File: src/rtl/ep_hs_pkg.sv
package ep_hs_pkg;

    typedef enum logic [1:0] {
        TK_SETUP = 2'd0,
        TK_IN    = 2'd1,
        TK_OUT   = 2'd2,
        TK_RSVD  = 2'd3
    } tok_e;

    typedef enum logic [1:0] {
        HS_ACK   = 2'd0,
        HS_NAK   = 2'd1,
        HS_STALL = 2'd2,
        HS_DATA  = 2'd3
    } hs_e;

    typedef struct packed {
        logic       stall;
        logic       nak;
        logic [1:0] size_code;
    } ep_ctl_t;

    typedef struct packed {
        logic valid;
        hs_e  code;
        logic tx_en;
    } hs_resp_t;

    localparam logic [1:0] EP_TYPE_CONTROL = 2'b00;

    function automatic hs_resp_t pick_handshake(
        input logic       tok_v,
        input logic [1:0] kind,
        input ep_ctl_t    ctl,
        input logic       g_in_nak,
        input logic       g_out_nak,
        input logic       fifo_ready
    );
        hs_resp_t r;
        r.valid = 1'b0;
        r.code  = HS_ACK;
        r.tx_en = 1'b0;
        if (tok_v) begin
            case (kind)
                TK_SETUP: begin
                    r.valid = 1'b1;
                    r.code  = HS_ACK;
                end
                TK_IN: begin
                    r.valid = 1'b1;
                    if (ctl.stall)
                        r.code = HS_STALL;
                    else if (ctl.nak || g_in_nak || !fifo_ready)
                        r.code = HS_NAK;
                    else begin
                        r.code  = HS_DATA;
                        r.tx_en = 1'b1;
                    end
                end
                TK_OUT: begin
                    r.valid = 1'b1;
                    if (ctl.stall)
                        r.code = HS_STALL;
                    else if (ctl.nak || g_out_nak)
                        r.code = HS_NAK;
                    else
                        r.code = HS_ACK;
                end
                default: r.valid = 1'b0;
            endcase
        end
        return r;
    endfunction

endpackage

File: src/rtl/ep_ctl_state.sv
module ep_ctl_state
    import ep_hs_pkg::*;
(
    input  logic       clk,
    input  logic       rst,
    input  logic       set_stall,
    input  logic       set_nak,
    input  logic       clr_nak,
    input  logic       setup_seen,
    input  logic       size_we,
    input  logic [1:0] size_code,
    output ep_ctl_t    ctl
);

    always_ff @(posedge clk) begin
        if (rst) begin
            ctl <= '0;
        end else begin
            if (setup_seen)
                ctl.stall <= 1'b0;
            else if (set_stall)
                ctl.stall <= 1'b1;

            if (set_nak || setup_seen)
                ctl.nak <= 1'b1;
            else if (clr_nak)
                ctl.nak <= 1'b0;

            if (size_we)
                ctl.size_code <= size_code;
        end
    end

endmodule

File: src/rtl/ep_hs_decide.sv
module ep_hs_decide
    import ep_hs_pkg::*;
(
    input  logic       clk,
    input  logic       rst,
    input  logic       tok_valid,
    input  logic [1:0] tok_kind,
    input  ep_ctl_t    ctl,
    input  logic       gl_in_nak,
    input  logic       gl_out_nak,
    input  logic       fifo_avail,
    output hs_resp_t   resp
);

    hs_resp_t resp_d;

    always_comb begin
        resp_d = pick_handshake(tok_valid, tok_kind, ctl,
                                gl_in_nak, gl_out_nak, fifo_avail);
    end

    always_ff @(posedge clk) begin
        if (rst) begin
            resp.valid <= 1'b0;
            resp.code  <= HS_ACK;
            resp.tx_en <= 1'b0;
        end else begin
            resp <= resp_d;
        end
    end

endmodule

File: src/rtl/ep_size_dec.sv
module ep_size_dec #(
    parameter int MAX_PKT_BYTES = 64,
    localparam int PKT_W = $clog2(MAX_PKT_BYTES + 1)
) (
    input  logic [1:0]       code,
    output logic [PKT_W-1:0] bytes
);

    localparam logic [PKT_W-1:0] BASE = PKT_W'(MAX_PKT_BYTES);

    always_comb begin
        bytes = BASE >> code;
    end

endmodule

File: src/rtl/ep_hs_ctrl.sv
module ep_hs_ctrl
    import ep_hs_pkg::*;
#(
    parameter int MAX_PKT_BYTES = 64,
    localparam int PKT_W = $clog2(MAX_PKT_BYTES + 1)
) (
    input  logic             clk,
    input  logic             rst,
    input  logic             sw_set_stall,
    input  logic             sw_set_nak,
    input  logic             sw_clr_nak,
    input  logic             sw_size_we,
    input  logic [1:0]       sw_size_code,
    input  logic             gl_in_nak,
    input  logic             gl_out_nak,
    input  logic             tok_valid,
    input  logic [1:0]       tok_kind,
    input  logic             fifo_avail,
    output logic             resp_valid,
    output logic [1:0]       resp_code,
    output logic             tx_en,
    output logic [PKT_W-1:0] max_pkt_bytes,
    output logic             st_stall,
    output logic             st_nak,
    output logic             st_active,
    output logic [1:0]       st_type
);

    ep_ctl_t  ctl;
    hs_resp_t resp;
    logic     setup_seen;

    assign setup_seen = tok_valid && (tok_kind == TK_SETUP);

    ep_ctl_state u_state (
        .clk       (clk),
        .rst       (rst),
        .set_stall (sw_set_stall),
        .set_nak   (sw_set_nak),
        .clr_nak   (sw_clr_nak),
        .setup_seen(setup_seen),
        .size_we   (sw_size_we),
        .size_code (sw_size_code),
        .ctl       (ctl)
    );

    ep_hs_decide u_decide (
        .clk       (clk),
        .rst       (rst),
        .tok_valid (tok_valid),
        .tok_kind  (tok_kind),
        .ctl       (ctl),
        .gl_in_nak (gl_in_nak),
        .gl_out_nak(gl_out_nak),
        .fifo_avail(fifo_avail),
        .resp      (resp)
    );

    ep_size_dec #(.MAX_PKT_BYTES(MAX_PKT_BYTES)) u_size (
        .code (ctl.size_code),
        .bytes(max_pkt_bytes)
    );

    assign resp_valid = resp.valid;
    assign resp_code  = resp.code;
    assign tx_en      = resp.tx_en;
    assign st_stall   = ctl.stall;
    assign st_nak     = ctl.nak;
    assign st_active  = 1'b1;
    assign st_type    = EP_TYPE_CONTROL;

    AST_SETUP_CLEARS_HALT: assert property (@(posedge clk) disable iff (rst)
        setup_seen |=> !st_stall) else $error("setup left halt set");

    AST_HALT_OUTRANKS_NAK: assert property (@(posedge clk) disable iff (rst)
        (tok_valid && (tok_kind == TK_IN || tok_kind == TK_OUT) && st_stall)
        |=> (resp_valid && resp_code == HS_STALL)) else $error("halt lost");

    AST_SETUP_ACKED: assert property (@(posedge clk) disable iff (rst)
        setup_seen |=> (resp_valid && resp_code == HS_ACK && !tx_en))
        else $error("setup not acked");

    AST_NAK_SET_WINS: assert property (@(posedge clk) disable iff (rst)
        (sw_set_nak || setup_seen) |=> st_nak) else $error("nak set lost");

    AST_NAK_BLOCKS_TX: assert property (@(posedge clk) disable iff (rst)
        (tok_valid && tok_kind == TK_IN && (st_nak || gl_in_nak))
        |=> !tx_en) else $error("data sent under nak");

    AST_TX_ONLY_IN_DATA: assert property (@(posedge clk) disable iff (rst)
        tx_en |-> (resp_valid && resp_code == HS_DATA && $past(fifo_avail)))
        else $error("stray tx enable");

    AST_NO_TOKEN_NO_RESP: assert property (@(posedge clk) disable iff (rst)
        (!tok_valid || tok_kind == TK_RSVD) |=> (!resp_valid && !tx_en))
        else $error("response without token");

endmodule

File: config.mk
export PLATFORM = sky130hd
export DESIGN_NAME = ep_hs_ctrl
export DESIGN_NICKNAME = d
export VERILOG_FILES = /design/src/rtl/ep_hs_pkg.sv /design/src/rtl/ep_ctl_state.sv /design/src/rtl/ep_hs_decide.sv /design/src/rtl/ep_size_dec.sv /design/src/rtl/ep_hs_ctrl.sv
export SDC_FILE = /design/constraint.sdc
export NUM_CORES = 1
export LEC_CHECK = 0
export ABC_AREA = 1
export ABC_CLOCK_PERIOD_IN_PS = 1000
export BUFFER_PORTS_ARGS = -buffer_cell sky130_fd_sc_hd__buf_2
export CORE_AREA = 2 2 39 41
export DETAILED_ROUTE_END_ITERATION = 6
export DIE_AREA = 0 0 41 43
export PLACE_DENSITY = 0.67
export SLEW_MARGIN = 20
export SYNTH_ARGS = -nofsm -noshare
export SYNTH_HDL_FRONTEND = slang
export SYNTH_HIERARCHICAL = 1
export SYNTH_SLANG_ARGS = --single-unit
File: constraint.sdc
create_clock -name clk -period 1 [get_ports clk]
set_input_delay 0.05 -clock clk [delete_from_list [all_inputs] [get_ports clk]]
set_output_delay 0.05 -clock clk [all_outputs]
set_load 0.1 [all_outputs]
After elaboration in Yosys (flattened, before gate mapping)
Cells that the tools add are included.
{ "classes": {"eq_ne": 2, "shifts": 1, "muxes": 9, "bitwise": 2, "reduce_logical": 12} }
{ "ops": {"columns": ["op", "count"], "rows": [
  ["7-bit by 2-bit right shift with 7-bit output (first input constant)", 1],
  ["2-bit 2-to-1 mux", 3],
  ["1-bit 2-to-1 mux", 5],
  ["1-bit logical OR", 4],
  ["2-bit one-hot mux with 2 select lines", 1],
  ["2-bit OR reduction", 2],
  ["4-bit OR reduction", 1],
  ["3-bit OR reduction", 1],
  ["2-bit by 1-bit == test with 1-bit output (second input constant)", 1],
  ["2-bit == test (second input constant)", 1],
  ["2-bit logical NOT", 1],
  ["1-bit NOT", 2],
  ["2-bit nonzero test", 1],
  ["1-bit logical AND", 1],
  ["1-bit logical NOT", 1]
]} }
{ "totals": {"regBits": 8, "inputBits": 14, "output_inout_bits": 16, "wordCells": 32} }

Logic depth before layout (Yosys ltp)
Gate-level depths: netlist of run 1.
{ "logic_depth": {"word_depth": 5, "mapped_depth": 6} }

Hierarchy
The synthesis of run 1 kept the hierarchy.
{ "by_module_without_submodules": {"columns": ["module", "n_inst", "cells_each", "area_per_inst_um2", "seq_area_each_um2"], "rows": [
  ["ep_hs_decide", 1, 32, 220.2, 80.1],
  ["ep_ctl_state", 1, 18, 137.6, 80.1],
  ["ep_size_dec", 1, 11, 52.6, 0.0],
  ["ep_hs_ctrl", 1, 8, 43.8, 0.0]
]} }

Least setup slack after synthesis of run 1
Ideal clock, no wire load.
{ "synth_timing": {"kind": "register to output", "startpoint": "reg u_state/ctl[0] (netlist name)", "endpoint": "out max_pkt_bytes[5]", "arrival_time_ns": 1.661, "slack_ns": -0.711, "stages_incl_launch_ff": 3, "n_path_buf": 0, "cell_sequence": "dfxtp_1 inv_1 nor2_1"} }
{ "synth_via": {"elab_chain_cells": 1} }
{ "synth_lines": {"columns": ["item", "line_no", "text"], "rows": [
  ["7-bit by 2-bit right shift with 7-bit output", "ep_size_dec.sv:12", "bytes = BASE >> code;"],
  ["end, declared", "ep_hs_ctrl.sv:22", "output logic [PKT_W-1:0] max_pkt_bytes,"]
]} }
No other way between the ends.

Final worst setup path of run 1
{ "layout_timing": {"startpoint": "reg u_state/ctl[0] (netlist name)", "endpoint": "out max_pkt_bytes[6]"} }
{ "layout_via": {"elab_chain_cells": 1} }
{ "layout_lines": {"columns": ["item", "line_no"], "rows": [
  ["7-bit by 2-bit right shift with 7-bit output", "ep_size_dec.sv:12"]
]} }
No other way between the ends.

==> flow_metrics.py, run 1 <==
metrics = {
    "place": {
        "io_buffer_count": 23,
        "pre_cts_slack_ns": 0.162,
        "hpwl_um": 753,
        "gp_congestion": 0.724,
    },
    "synthesis": {
        "synth-compound-area-share": 0.0551,
        "synth.cell_area_um2": 454,
        "muxShareOfSynthArea": 0,
        "synth-simple-area-share": 0.253,
        "synth_top_cell_by_area": "dfxtp_1",
        "ys_types": 12,
        "synth_area_leaders": "dfxtp_1 (35%), inv_1 (13%), nor2_1 (11%)",
        "synth_xor_area_frac": 0,
        "syn_area_per_cell_um2": 6.58,
        "synth_top_family_by_area": "simple AND/OR/NAND/NOR gates",
        "synthCells": 69,
        "synth_seq_area_share": 0.353,
        "yosysWarnings": 6,
        "synth_fa_ha_area_frac": 0.0826,
        "synth-seq-cells": 8,
        "synth_top_area_share": 0.353,
    },
    "detailed_routing": {
        "drt_iter0_markers": 3,
        "ant_nets": 0,
        "num_vias": 446,
        "drc": 0,
        "drt-total-wl_um": 949,
        "dr.pass1.iters": 2,
        "routedWlPerCell_um": 8.79,
        "via_per_inst": 4.13,
    },
    "sta": {
        "skew_ns": 0.00505,
        "fin_crit_sh": 1.02,
        "fin_setup_tns_ns": -0.0519,
        "fin_ws_ns": -0.0172,
        "max_freq_mhz": 983,
        "finalSetupViolCount": 4,
        "hold_violations": 0,
        "rsz0062_at_grt": "true",
        "min_period_ns": 1.02,
        "drv_slew": 0,
    },
    "clocking": {
        "clk_path_buf_depth": 2,
        "insertion_delay_ns": 0.25,
        "h-tree-depth": 1,
        "post_cts_buffers": 0,
        "cts_buffers": 3,
        "hold_buffers": 0,
        "tritoncts": "built",
        "cts_sinks": 8,
        "clkTransAtPathRegs_ns": 0.05,
        "cts_root_buf": "clkbuf_4",
    },
    "floorplan": {
        "dieArea_um2": 1760,
        "io_pins": 30,
        "coreArea_um2": 1380,
        "dieWidth_um": 41,
        "num_rows": 14,
        "start_util": 0.328,
        "die_y_um": 43,
    },
    "pwr": {
        "power_density_nw_per_um2": 1360,
        "irDropWorstVdd_v": 0.000770,
        "p_leak_nw": 0.386,
    },
    "run_status": {
        "violations": "setup timing",
        "status": "finished, violations left",
    },
    "critical_path": {
        "critPathMaxFanout": 5,
        "critPathBufInv": 1,
        "worst_ep_required_time_ns": 0.95,
        "endpoint_kind": "output port",
        "arrival_ns": 0.97,
        "slowest_stage": "dfxtp_4",
        "crit_family": "flip-flops",
        "crit_chain": "nor2_2, buf_12",
        "startpoint_type": "flop",
        "max_stage_delay_ns": 0.37,
        "path_class": "flop to output port",
    },
    "cells_and_area": {
        "fin_nets": 111,
        "utilization": 0.554,
        "diodes": 0,
        "syn2layout_area_growth_pct": 68.9,
        "final_layout_size_suffix_gt1_frac": 0.424,
    },
    "run": {
        "drv_cap": 0,
    },
    "global_route": {
        "track_usage": 0.133,
        "antenna_found_initial": 0,
        "grt_first_pass_wirelength_um": 1550,
        "overflow": 0,
        "grt_max_degree": 7,
        "grt_pass1_vias": 400,
    },
    "hold_path": {
        "hp-class": "primary input to flop",
    },
}
[cell families (layout without fill, tap and decap cells)]
family / count (synthesis) / after routing
buf+inv: 22 / 42
other cells: 3 / 6
fa+ha+maj: 3 / 3
compound gates: 5 / 5
flops: 8 / 8
simple gates: 28 / 28
[state kept, by name (all words and copies together) (netlist names)]
signal,flops
u_decide/resp,4
u_state/ctl,4
[power breakdown]
group          switching, mW  leakage [nW]  total, mW  internal (mW)
logic                  0.321         0.304      0.448          0.127
clock network          0.101        0.0138      0.238          0.137
registers             0.0265        0.0681      0.360          0.333
total                  0.449         0.386       1.05          0.597
[layer usage]
| metal | track usage | vias up | part of all wire |
|---|---|---|---|
| li1 | - | 235 | - |
| met4 | 0.0800 | 0 | 0 |
| met5 | 0 | - | 0 |
| met3 | 0.0681 | 0 | 0.11 |
| met2 | 0.206 | 22 | 0.52 |
| met1 | 0.134 | 189 | 0.38 |
[final cells by class]
cell class,instances,area [µm²]
inverters,16,63.8
repair buffers,23,265
flip-flops and latches,8,175
well taps,16,20.0
multi-input cells,42,220
fillers,134,617
clock buffers,3,22.5
[through the flow]
stage / hold WS, ns / power (mW) / cells / instance area (µm²)
after floorplan: 0.109 / 0.683 / 72 / 484
after global placement: 0.269 / 0.801 / 105 / 724
after detailed placement: 0.280 / 0.805 / 105 / 724
after CTS: 0.0168 / 1.06 / 108 / 767
after global routing: 0.0120 / 1.12 / 108 / 767
final: 0.0245 / 1.05 / 108 / 767
[placed cells by master, fill, tap and decap left out, types with 3 or more instances in the layout]
cell | netlist | routed
a21oi_1 | 3 | 3
buf_12 | 0 | 10
buf_2 | 0 | 13
clkbuf_4 | 0 | 3
conb_1 | 3 | 6
dfxtp_1 | 8 | 4
dfxtp_4 | 0 | 4
ha_1 | 3 | 3
inv_1 | 16 | 13
nand2_1 | 9 | 8
nor2_1 | 13 | 10
nor2_2 | 2 | 3
[synth_stat cells]
library cell  number
a21oi_1            3
buf_4              6
conb_1             3
dfxtp_1            8
ha_1               3
inv_1             16
nand2_1            9
nand3_1            2
nor2_1            13
nor2_2             2
nor3_1             2
o21ai_1            2
[final timing paths]
kind                   from                to  slack [ns]  depth (start not counted)
max          u_state/ctl[0]  max_pkt_bytes[6]       -0.02                          2
min                     rst    u_state/ctl[3]        0.02                          2
max reg2reg  u_state/ctl[3]  u_decide/resp[1]        0.26                          3
min reg2reg  u_state/ctl[2]    u_state/ctl[2]        0.52                          2
[repair_timing]
action / in CTS / in global routing
resized for setup: 9 / 0
cloned: 0 / 0
endpoints found under the setup margin: 4 / 4
pin swaps: 3 / 2
[worst reg2reg max path: stages, from the launching register on]
cell,delay (ns)
dfxtp_4,0.37
nor2_1,0.12
nand2_1,0.06
a21oi_1,0.12
Power figures use the tool's default switching activity.
==> run 2: changes to the inputs <==
--- a/config.mk
+++ b/config.mk
@@ -8,12 +8,13 @@
 export ABC_AREA = 1
 export ABC_CLOCK_PERIOD_IN_PS = 1000
 export BUFFER_PORTS_ARGS = -buffer_cell sky130_fd_sc_hd__buf_2
-export CORE_AREA = 2 2 39 41
+export CAP_MARGIN = 15
+export CELL_PAD_IN_SITES_DETAIL_PLACEMENT = 1
+export CELL_PAD_IN_SITES_GLOBAL_PLACEMENT = 1
+export CORE_UTILIZATION = 28
 export DETAILED_ROUTE_END_ITERATION = 6
-export DIE_AREA = 0 0 41 43
-export PLACE_DENSITY = 0.67
+export PLACE_DENSITY_LB_ADDON = 0.1
 export SLEW_MARGIN = 20
 export SYNTH_ARGS = -nofsm -noshare
 export SYNTH_HDL_FRONTEND = slang
-export SYNTH_HIERARCHICAL = 1
 export SYNTH_SLANG_ARGS = --single-unit
==> flow_metrics.py, run 2 <==
metrics = {
    "floorplan": {
        "dieArea_um2": 1780,
        "num_rows": 14,
        "start_util": 0.301,
        "io_pins": 30,
        "dieWidth_um": 42.2,
        "die_y_um": 42.2,
        "coreArea_um2": 1510,
    },
    "pwr": {
        "p_total_mw": 1.08,
        "p_switching_mw": 0.470,
        "irDropWorstVdd_v": 0.000676,
        "pwr-share-comb": 0.438,
        "power_density_nw_per_um2": 1340,
        "intPower_mw": 0.614,
        "clkPwrFrac": 0.229,
        "p_leak_nw": 0.391,
        "p_seq_frac": 0.334,
        "swShare": 0.434,
    },
    "sta": {
        "drv_slew": 0,
        "finalSetupViolCount": 4,
        "fin_crit_sh": 1.02,
        "skew_ns": 0.00104,
        "fin_setup_tns_ns": -0.0671,
        "min_period_ns": 1.02,
        "max_freq_mhz": 976,
        "hold_violations": 0,
        "fin_ws_ns": -0.0246,
        "rsz0062_at_grt": "true",
    },
    "detailed_routing": {
        "dr.pass1.iters": 4,
        "drt_iter0_markers": 3,
        "num_vias": 455,
        "routedWlPerCell_um": 10.6,
        "drc": 0,
        "via_per_inst": 4.33,
        "ant_nets": 0,
        "drt-total-wl_um": 1120,
    },
    "critical_path": {
        "startpoint_type": "flop",
        "critPathMaxFanout": 4,
        "path_class": "flop to output port",
        "worst_ep_required_time_ns": 0.95,
        "endpoint_kind": "output port",
        "arrival_ns": 0.97,
    },
    "synthesis": {
        "synth-seq-cells": 8,
        "ys.flop_type": "dfxtp_1",
        "synthCells": 61,
        "ys_types": 15,
        "synth_edf_count": 0,
        "yosysWarnings": 0,
        "synth_top_cell_by_area": "dfxtp_1",
        "synth_area_leaders": "dfxtp_1 (35%), ha_1 (11%), buf_4 (9.9%)",
        "synth_seq_area_share": 0.354,
        "yosysMostFrequentCell": "inv_1",
        "synth.cell_area_um2": 453,
        "synth_top_area_share": 0.354,
        "yosys-top-cells-count": "inv_1 (10), nor2_1 (9), dfxtp_1 (8)",
        "synthArstFlopShare": 0,
        "syn_area_per_cell_um2": 7.43,
    },
    "run_status": {
        "violations": "setup timing",
        "status": "finished, violations left",
    },
    "cells_and_area": {
        "final_layout_size_suffix_gt1_frac": 0.528,
        "final_common_cell": "buf_2",
        "diodes": 0,
        "layout_common_cells": "buf_2 (13), buf_12 (10), inv_1 (7)",
        "fin_nets": 109,
        "nFillCells": 181,
        "reg_top3": "u_decide.resp x4, u_state.ctl x4",
        "syn2layout_area_growth_pct": 78.7,
    },
    "clocking": {
        "clkTransAtPathRegs_ns": 0.05,
        "h-tree-depth": 1,
        "tritoncts": "built",
        "hold_buffers": 0,
        "cts_root_buf": "clkbuf_4",
        "cts_buffers": 3,
        "cts_sinks": 8,
        "clk_path_buf_depth": 2,
        "insertion_delay_ns": 0.25,
    },
    "place": {
        "gp_congestion": 0.704,
        "hpwl_um": 909,
        "pre_cts_slack_ns": 0.149,
        "io_buffer_count": 23,
    },
    "global_route": {
        "track_usage": 0.134,
        "overflow": 0,
        "grt_first_pass_wirelength_um": 1700,
        "met2_usage": 0.228,
        "grt_pass1_vias": 417,
        "grtUsageMet1": 0.133,
        "use_met3": 0.0647,
        "grt.busiest_layer": "met2",
        "grt_max_degree": 6,
        "antenna_found_initial": 0,
    },
    "hold_path": {
        "hp-class": "primary input to flop",
    },
    "run": {
        "drv_cap": 0,
    },
}
-- run 2: area by class of cell --
type / count / area (µm²) / share of cell area
well taps: 16 / 20.0 / 0.0247
repair buffers: 27 / 295 / 0.365
clock buffers: 3 / 22.5 / 0.0278
inverters: 12 / 53.8 / 0.0665
flip-flops and latches: 8 / 175 / 0.216
multi-input cells: 39 / 243 / 0.300
-- run 2: power by group through the flow --
stage               sequential, mW  clock [mW]  combinational, mW
floorplan                    0.426           0              0.262
global placement             0.361           0              0.448
detailed placement           0.362           0              0.454
CTS                          0.360       0.261              0.468
global route                 0.364       0.283              0.494
finish                       0.362       0.248              0.474
-- run 2: cells by family (layout without fill, tap and decap cells) --
kind of cell | Yosys count | count (layout) | share of synthesized area
DFF | 8 | 8 | 0.354
adders and majority gates | 4 | 4 | 0.111
and+or+nand+nor | 20 | 20 | 0.221
buffers and inverters | 18 | 42 | 0.199
AOI/OAI and AO/OA | 9 | 9 | 0.0994
other | 2 | 6 | 0.0166
-- run 2: worst paths after layout --
path	startpoint	endpoint	slack, ns	cells after the start
hold reg to reg	u_state.ctl[2]	u_state.ctl[2]	0.51	2
hold / removal	tok_valid	u_state.ctl[3]	0.009	2
setup / recovery	u_state.ctl[1]	max_pkt_bytes[4]	-0.02	3
setup reg to reg	u_state.ctl[0]	u_state.ctl[0]	0.12	4
-- run 2: worst max-delay path: stages, from the launching register on --
cell and delay [ns]:
dfxtp_4 0.40, inv_4 0.05, nor2_4 0.09, buf_12 0.18
-- run 2: metrics by stage --
stage / cell area, µm² / util / instances / hold WS, ns
floorplan: 487 / - / 65 / 0.109
global placement: 727 / 0.483 / 98 / 0.262
detailed placement: 727 / 0.483 / 98 / 0.278
CTS: 790 / 0.524 / 103 / 0.00684
global route: 810 / 0.537 / 105 / 0.00293
finish: 810 / 0.537 / 105 / 0.00892
-- run 2: layer usage --
metal,vias up,share of wire
met1,202,0.39
met2,20,0.53
met5,-,0
met4,0,0.021
met3,4,0.058
li1,229,-
-- run 2: what timing repair did --
action                                  CTS  global route
resized for setup                        11             1
setup buffers                             2             2
endpoints found under the hold margin     0             0
endpoints found under the setup margin    4             4
pin swaps                                 2             2
